[src/rtl/fbdiv_pkg.sv]
package fbdiv_pkg;
  typedef enum logic {
    BAND_AM = 1'b0,
    BAND_FM = 1'b1
  } band_e;

  function automatic int unsigned cnt_width(input int unsigned depth);
    return (depth < 2) ? 1 : $clog2(depth);
  endfunction
endpackage

[src/rtl/lo_prescaler.sv]
module lo_prescaler #(
  parameter int unsigned DIV = 8
) (
  input  logic clk,
  input  logic rst,
  input  logic en,
  input  logic tick,
  output logic pre_pulse
);
  localparam int unsigned CW = fbdiv_pkg::cnt_width(DIV);
  localparam logic [CW-1:0] LAST = CW'(DIV - 1);

  logic [CW-1:0] phase_q;

  always_ff @(posedge clk) begin
    if (rst || !en) begin
      phase_q   <= '0;
      pre_pulse <= 1'b0;
    end else begin
      pre_pulse <= tick && (phase_q == LAST);
      if (tick) begin
        phase_q <= (phase_q == LAST) ? '0 : phase_q + 1'b1;
      end
    end
  end

  a_r7_idle_cleared: assert property (@(posedge clk) disable iff (rst)
    !en |=> (phase_q == '0) && !pre_pulse);
  a_r2_wrap_to_zero: assert property (@(posedge clk) disable iff (rst)
    pre_pulse |-> (phase_q == '0));
endmodule

[src/rtl/prog_counter.sv]
module prog_counter
  import fbdiv_pkg::*;
#(
  parameter int unsigned NW = 14
) (
  input  logic          clk,
  input  logic          rst,
  input  logic          step,
  input  logic [NW-1:0] word_in,
  input  band_e         band_in,
  output band_e         band_act,
  output logic          load,
  output logic          pulse
);
  logic [NW-1:0] cnt_q;

  assign load = step && (cnt_q == '0);

  always_ff @(posedge clk) begin
    if (rst) begin
      cnt_q    <= '0;
      band_act <= BAND_AM;
      pulse    <= 1'b0;
    end else begin
      pulse <= load;
      if (load) begin
        cnt_q    <= word_in;
        band_act <= band_in;
      end else if (step) begin
        cnt_q <= cnt_q - 1'b1;
      end
    end
  end

  a_r1_count_down: assert property (@(posedge clk) disable iff (rst)
    (step && cnt_q != '0) |=> (cnt_q == $past(cnt_q) - 1'b1));
  a_r5_band_held: assert property (@(posedge clk) disable iff (rst)
    !load |=> $stable(band_act));
  a_r5_word_taken: assert property (@(posedge clk) disable iff (rst)
    load |=> (cnt_q == $past(word_in)));
  a_r6_pulse_follows_step: assert property (@(posedge clk) disable iff (rst)
    pulse |-> $past(step));
endmodule

[src/rtl/fbdiv_dualpath.sv]
module fbdiv_dualpath
  import fbdiv_pkg::*;
#(
  parameter int unsigned NW      = 14,
  parameter int unsigned AM_DIV  = 8,
  parameter int unsigned FM_BASE = 64,
  parameter int unsigned FM_MOD  = 0
) (
  input  logic          clk,
  input  logic          rst,
  input  logic          am_tick,
  input  logic          fm_tick,
  input  logic          band_fm,
  input  logic [NW-1:0] div_word,
  output logic          div_pulse
);
  localparam int unsigned NPATH  = 2;
  localparam int unsigned FM_DIV = FM_BASE + FM_MOD;

  band_e      band_act;
  band_e      band_req;
  logic       load;
  logic       sel_fm;
  logic       step;
  logic [NPATH-1:0] path_tick;
  logic [NPATH-1:0] path_en;
  logic [NPATH-1:0] path_pre;

  assign band_req = band_e'(band_fm);
  // Look ahead to the requested band in the sampling cycle so that
  // a new-path tick arriving in that same cycle is not lost.
  assign sel_fm   = load ? band_fm : (band_act == BAND_FM);

  assign path_tick = {fm_tick, am_tick};
  assign path_en   = {sel_fm, !sel_fm};

  for (genvar p = 0; p < NPATH; p++) begin : g_path
    localparam int unsigned PDIV = (p == 0) ? AM_DIV : FM_DIV;
    lo_prescaler #(.DIV(PDIV)) u_pre (
      .clk       (clk),
      .rst       (rst),
      .en        (path_en[p]),
      .tick      (path_tick[p]),
      .pre_pulse (path_pre[p])
    );
  end

  assign step = |path_pre;

  prog_counter #(.NW(NW)) u_cnt (
    .clk      (clk),
    .rst      (rst),
    .step     (step),
    .word_in  (div_word),
    .band_in  (band_req),
    .band_act (band_act),
    .load     (load),
    .pulse    (div_pulse)
  );

  initial begin
    a_r3_mod_range: assert (FM_MOD <= 1 && AM_DIV >= 2 && FM_BASE >= 2);
  end

  a_r4_one_path: assert property (@(posedge clk) disable iff (rst)
    $onehot0(path_pre));
  a_r6_single_cycle: assert property (@(posedge clk) disable iff (rst)
    div_pulse |=> !div_pulse);
  a_r9_reset_quiet: assert property (@(posedge clk)
    rst |=> !div_pulse);
endmodule

[config.mk]
export PLATFORM = sky130hd
export DESIGN_NAME = fbdiv_dualpath
export DESIGN_NICKNAME = d
export VERILOG_FILES = /design/src/rtl/fbdiv_pkg.sv /design/src/rtl/lo_prescaler.sv /design/src/rtl/prog_counter.sv /design/src/rtl/fbdiv_dualpath.sv
export SDC_FILE = /design/constraint.sdc
export NUM_CORES = 1
export LEC_CHECK = 0
export BUFFER_PORTS_ARGS = -buffer_cell sky130_fd_sc_hd__buf_2
export CORE_UTILIZATION = 61
export CTS_CLUSTER_DIAMETER = 50
export DETAILED_ROUTE_END_ITERATION = 10
export PLACE_DENSITY = 0.84
export REMOVE_ABC_BUFFERS = 1
export SLEW_MARGIN = 10
export SYNTH_ARGS = -nofsm -noshare
export SYNTH_HDL_FRONTEND = slang
export SYNTH_HIERARCHICAL = 1
export SYNTH_SLANG_ARGS = --single-unit
[constraint.sdc]
create_clock -name clk -period 6.4 [get_ports clk]
set_input_delay 1.28 -clock clk [delete_from_list [all_inputs] [get_ports clk]]
set_output_delay 1.28 -clock clk [all_outputs]
set_load 0.1 [all_outputs]
==> flow_summary.ini <==
[status]
outcome = complete, no violations

[synth]
synth-seq-cells = 27
syn_inst = 171
synth-edff-count = 0
synth.distinct_cells = 48
synthTopCellsByArea = dfxtp_1, mux2i_1, nor2_1
synth_area_per_cell_um2 = 8.78
syn_area_mm2 = 0.00150
async_reset_ff_share_pct = 0
yosys_warnings = 6
yosysTopAreaCell = dfxtp_1
ys_top_cells_by_count = dfxtp_1, nor2_1, nand2_1, mux2i_1, o21ai_0
synthFlopType = dfxtp_1
netlist.area_leader.share_pct = 36.0
synth_seq_area_share_pct = 36.0
synth.most_common_cell = dfxtp_1

[worst_setup_path]
crit_path_top_delay_cell = nor4b_1
cpPeakStageDelay_ns = 0.72
cp_cell_sequence = or2_2 > nor4b_1 > nand4_1 > mux2i_1 > o22ai_1
worstSetupPathType = flop to flop
cp_max_fo = 17
cp.depth = 5
cp-start-kind = flop
critPathRequiredTime_ns = 6.63
cp_top_family = simple AND/OR/NAND/NOR gates
cp.arrival_ns = 2.87
r2r-start = g_path[0].u_pre/pre_pulse$_SDFF_PP0_
cp.buffers_inverters = 0
timing.rr.end = u_cnt/cnt_q[2]$_SDFFE_PP0P_
end_kind = flop
reg2reg_slack_ns = 3.76
rr_worst_depth = 5

[clock_tree]
cts_tree = done
h-tree-depth = 1
numCtsBuffers = 3
numClockSinks = 27
clockBufferDepth = 2
clock-root-buffer = clkbuf_4
insertion_delay_ns = 0.33
hold_buffers = 0
cts_setup_buffers = 0
ctsResizeCount = 0
clkTransAtPathRegs_ns = 0.15

[die]
rows = 17
start_util_pct = 66.0
die_area_mm2 = 0.00266
io_pins = 20
die_x_um = 51.6
core-area_mm2 = 0.00228
die_h_um = 51.6

[place]
dp_cells = 212
dpl_cell_area_mm2 = 0.00160
dp_hpwl_um = 2380
numPortBuffers = 19
gp_congestion = 0.905
dp_slack_ns = 3.80

[sta]
worst_pin_slew_ns = 0.821
slew_viol_final = 0
fin_crit_ns = 2.64
slew_headroom_pct = 44.5
fin_ws_ns = 3.76
setup_viol = 0
fin_skew_ns = 0.00651
rsz0062_at_grt = false
final.setup.tns_ns = 0
fin_crit_sh_pct = 41.3
holdWs_ns = 0.486
fmax_mhz = 378
final_hold_viol_count = 0

[global_routing]
grt_antenna_before_repair = 0
grt_util_all_layers_pct = 27.5
grt_pass1_vias = 1271
grt_pass1_wl_um = 5490
grt_start_max_net_pins = 18
gr-total-overflow = 0

[route]
drcViolationCount = 0
wl_per_cell_um = 14.7
dr.pass1.iters = 4
wirelength_um = 3180
via_per_inst = 6.25
first_iter_violations = 50
via_count = 1350
ant_nets = 0

[final_layout]
fin_nets = 213
instances_no_fill = 216
final_util_pct = 71.8
fillers = 184
fin_area_mm2 = 0.00163
antenna_cells = 0
drive_gt1_share_pct = 19.1
syn2layout_area_growth_pct = 8.83

[pwr]
power_mw = 0.260
p_leak_nw = 0.689
ir_drop_uv = 165
p_per_area_mw_per_mm2 = 159

[worst_hold_path]
holdPathEnd = u_cnt/band_act$_SDFFE_PP0P_
hold_class = flop to flop
min_from = u_cnt/band_act$_SDFFE_PP0P_
hold_depth = 2

[job]
maxCapViolCount = 0
==> layout make-up <==
| type | instances | area, µm² | share of cell area (%) |
|---|---|---|---|
| clock buffers | 3 | 22.5 | 1.38 |
| clock inverters | 1 | 7.51 | 0.459 |
| inverters | 6 | 22.5 | 1.38 |
| multi-input cells | 132 | 911 | 55.7 |
| flip-flops and latches | 27 | 541 | 33.1 |
| well taps | 28 | 35.0 | 2.14 |
| repair buffers | 19 | 95.1 | 5.82 |
==> cell families after synthesis <==
| kind of cell | Yosys count | share of synthesized area (%) |
|---|---|---|
| AO/OA/AOI/OAI | 34 | 16.1 |
| XOR/XNOR | 4 | 2.33 |
| flip-flops | 27 | 36.0 |
| AND/OR/NAND/NOR | 77 | 29.8 |
| buffers and inverters | 12 | 3.33 |
| adder cells (fa/ha/maj) | 5 | 4.17 |
| multiplexers | 12 | 8.33 |
==> worst register-to-register path: cells and delay by family, from the launching register on <==
kind / cells / cell delay [ns]
and+or+nand+nor: 3 / 1.72
muxes: 1 / 0.37
AOI/OAI and AO/OA: 1 / 0.12
DFF: 1 / 0.33
==> power breakdown <==
part | internal (mW) | switching (mW)
Sequential | 0.169 | 0.000719
Combinational | 0.00678 | 0.00684
Clock | 0.0240 | 0.0520
Total | 0.200 | 0.0596
==> cells in the final DEF, fill, tap and decap left out, types with 4 or more instances in the layout <==
cell type | Yosys | routed
nand4_1 | 6 | 6
nor2_1 | 17 | 17
a21oi_1 | 4 | 4
inv_1 | 6 | 6
nand2b_1 | 5 | 5
buf_2 | 1 | 19
ha_1 | 5 | 5
o22ai_1 | 4 | 4
mux2i_1 | 11 | 11
nor3_1 | 7 | 7
o21ai_0 | 9 | 9
dfxtp_1 | 27 | 27
nand3_1 | 5 | 5
nand2_1 | 13 | 13
==> flip-flops by register name, summed over array words and instances, names as in the netlist <==
name and cells:
g_path.u_pre/phase_q 9, u_cnt/pulse 1, g_path.u_pre/pre_pulse 2, u_cnt/band_act 1, u_cnt/cnt_q 14
==> metal layers <==
layer	vias up	wire length (µm)	GRT usage, %
li1	672	-	-
met3	4	203	3.80
met2	44	1500	44.6
met1	630	1420	36.1
met5	-	0	0
met4	0	49	12.6
==> how the worst max path moves through the flow <==
stage                                          from                                 endpoint
6_report       g_path[0].u_pre/pre_pulse$_SDFF_PP0_              u_cnt/cnt_q[2]$_SDFFE_PP0P_
5_1_grt        g_path[1].u_pre/pre_pulse$_SDFF_PP0_  g_path[1].u_pre/phase_q[0]$_SDFFE_PP0P_
3_3_place_gp   g_path[1].u_pre/pre_pulse$_SDFF_PP0_  g_path[1].u_pre/phase_q[0]$_SDFFE_PP0P_
4_1_cts        g_path[0].u_pre/pre_pulse$_SDFF_PP0_  g_path[1].u_pre/phase_q[0]$_SDFFE_PP0P_
3_5_place_dp   g_path[0].u_pre/pre_pulse$_SDFF_PP0_  g_path[1].u_pre/phase_q[0]$_SDFFE_PP0P_
2_1_floorplan  g_path[1].u_pre/pre_pulse$_SDFF_PP0_  g_path[1].u_pre/phase_q[0]$_SDFFE_PP0P_
Power figures use the tool's default switching activity.
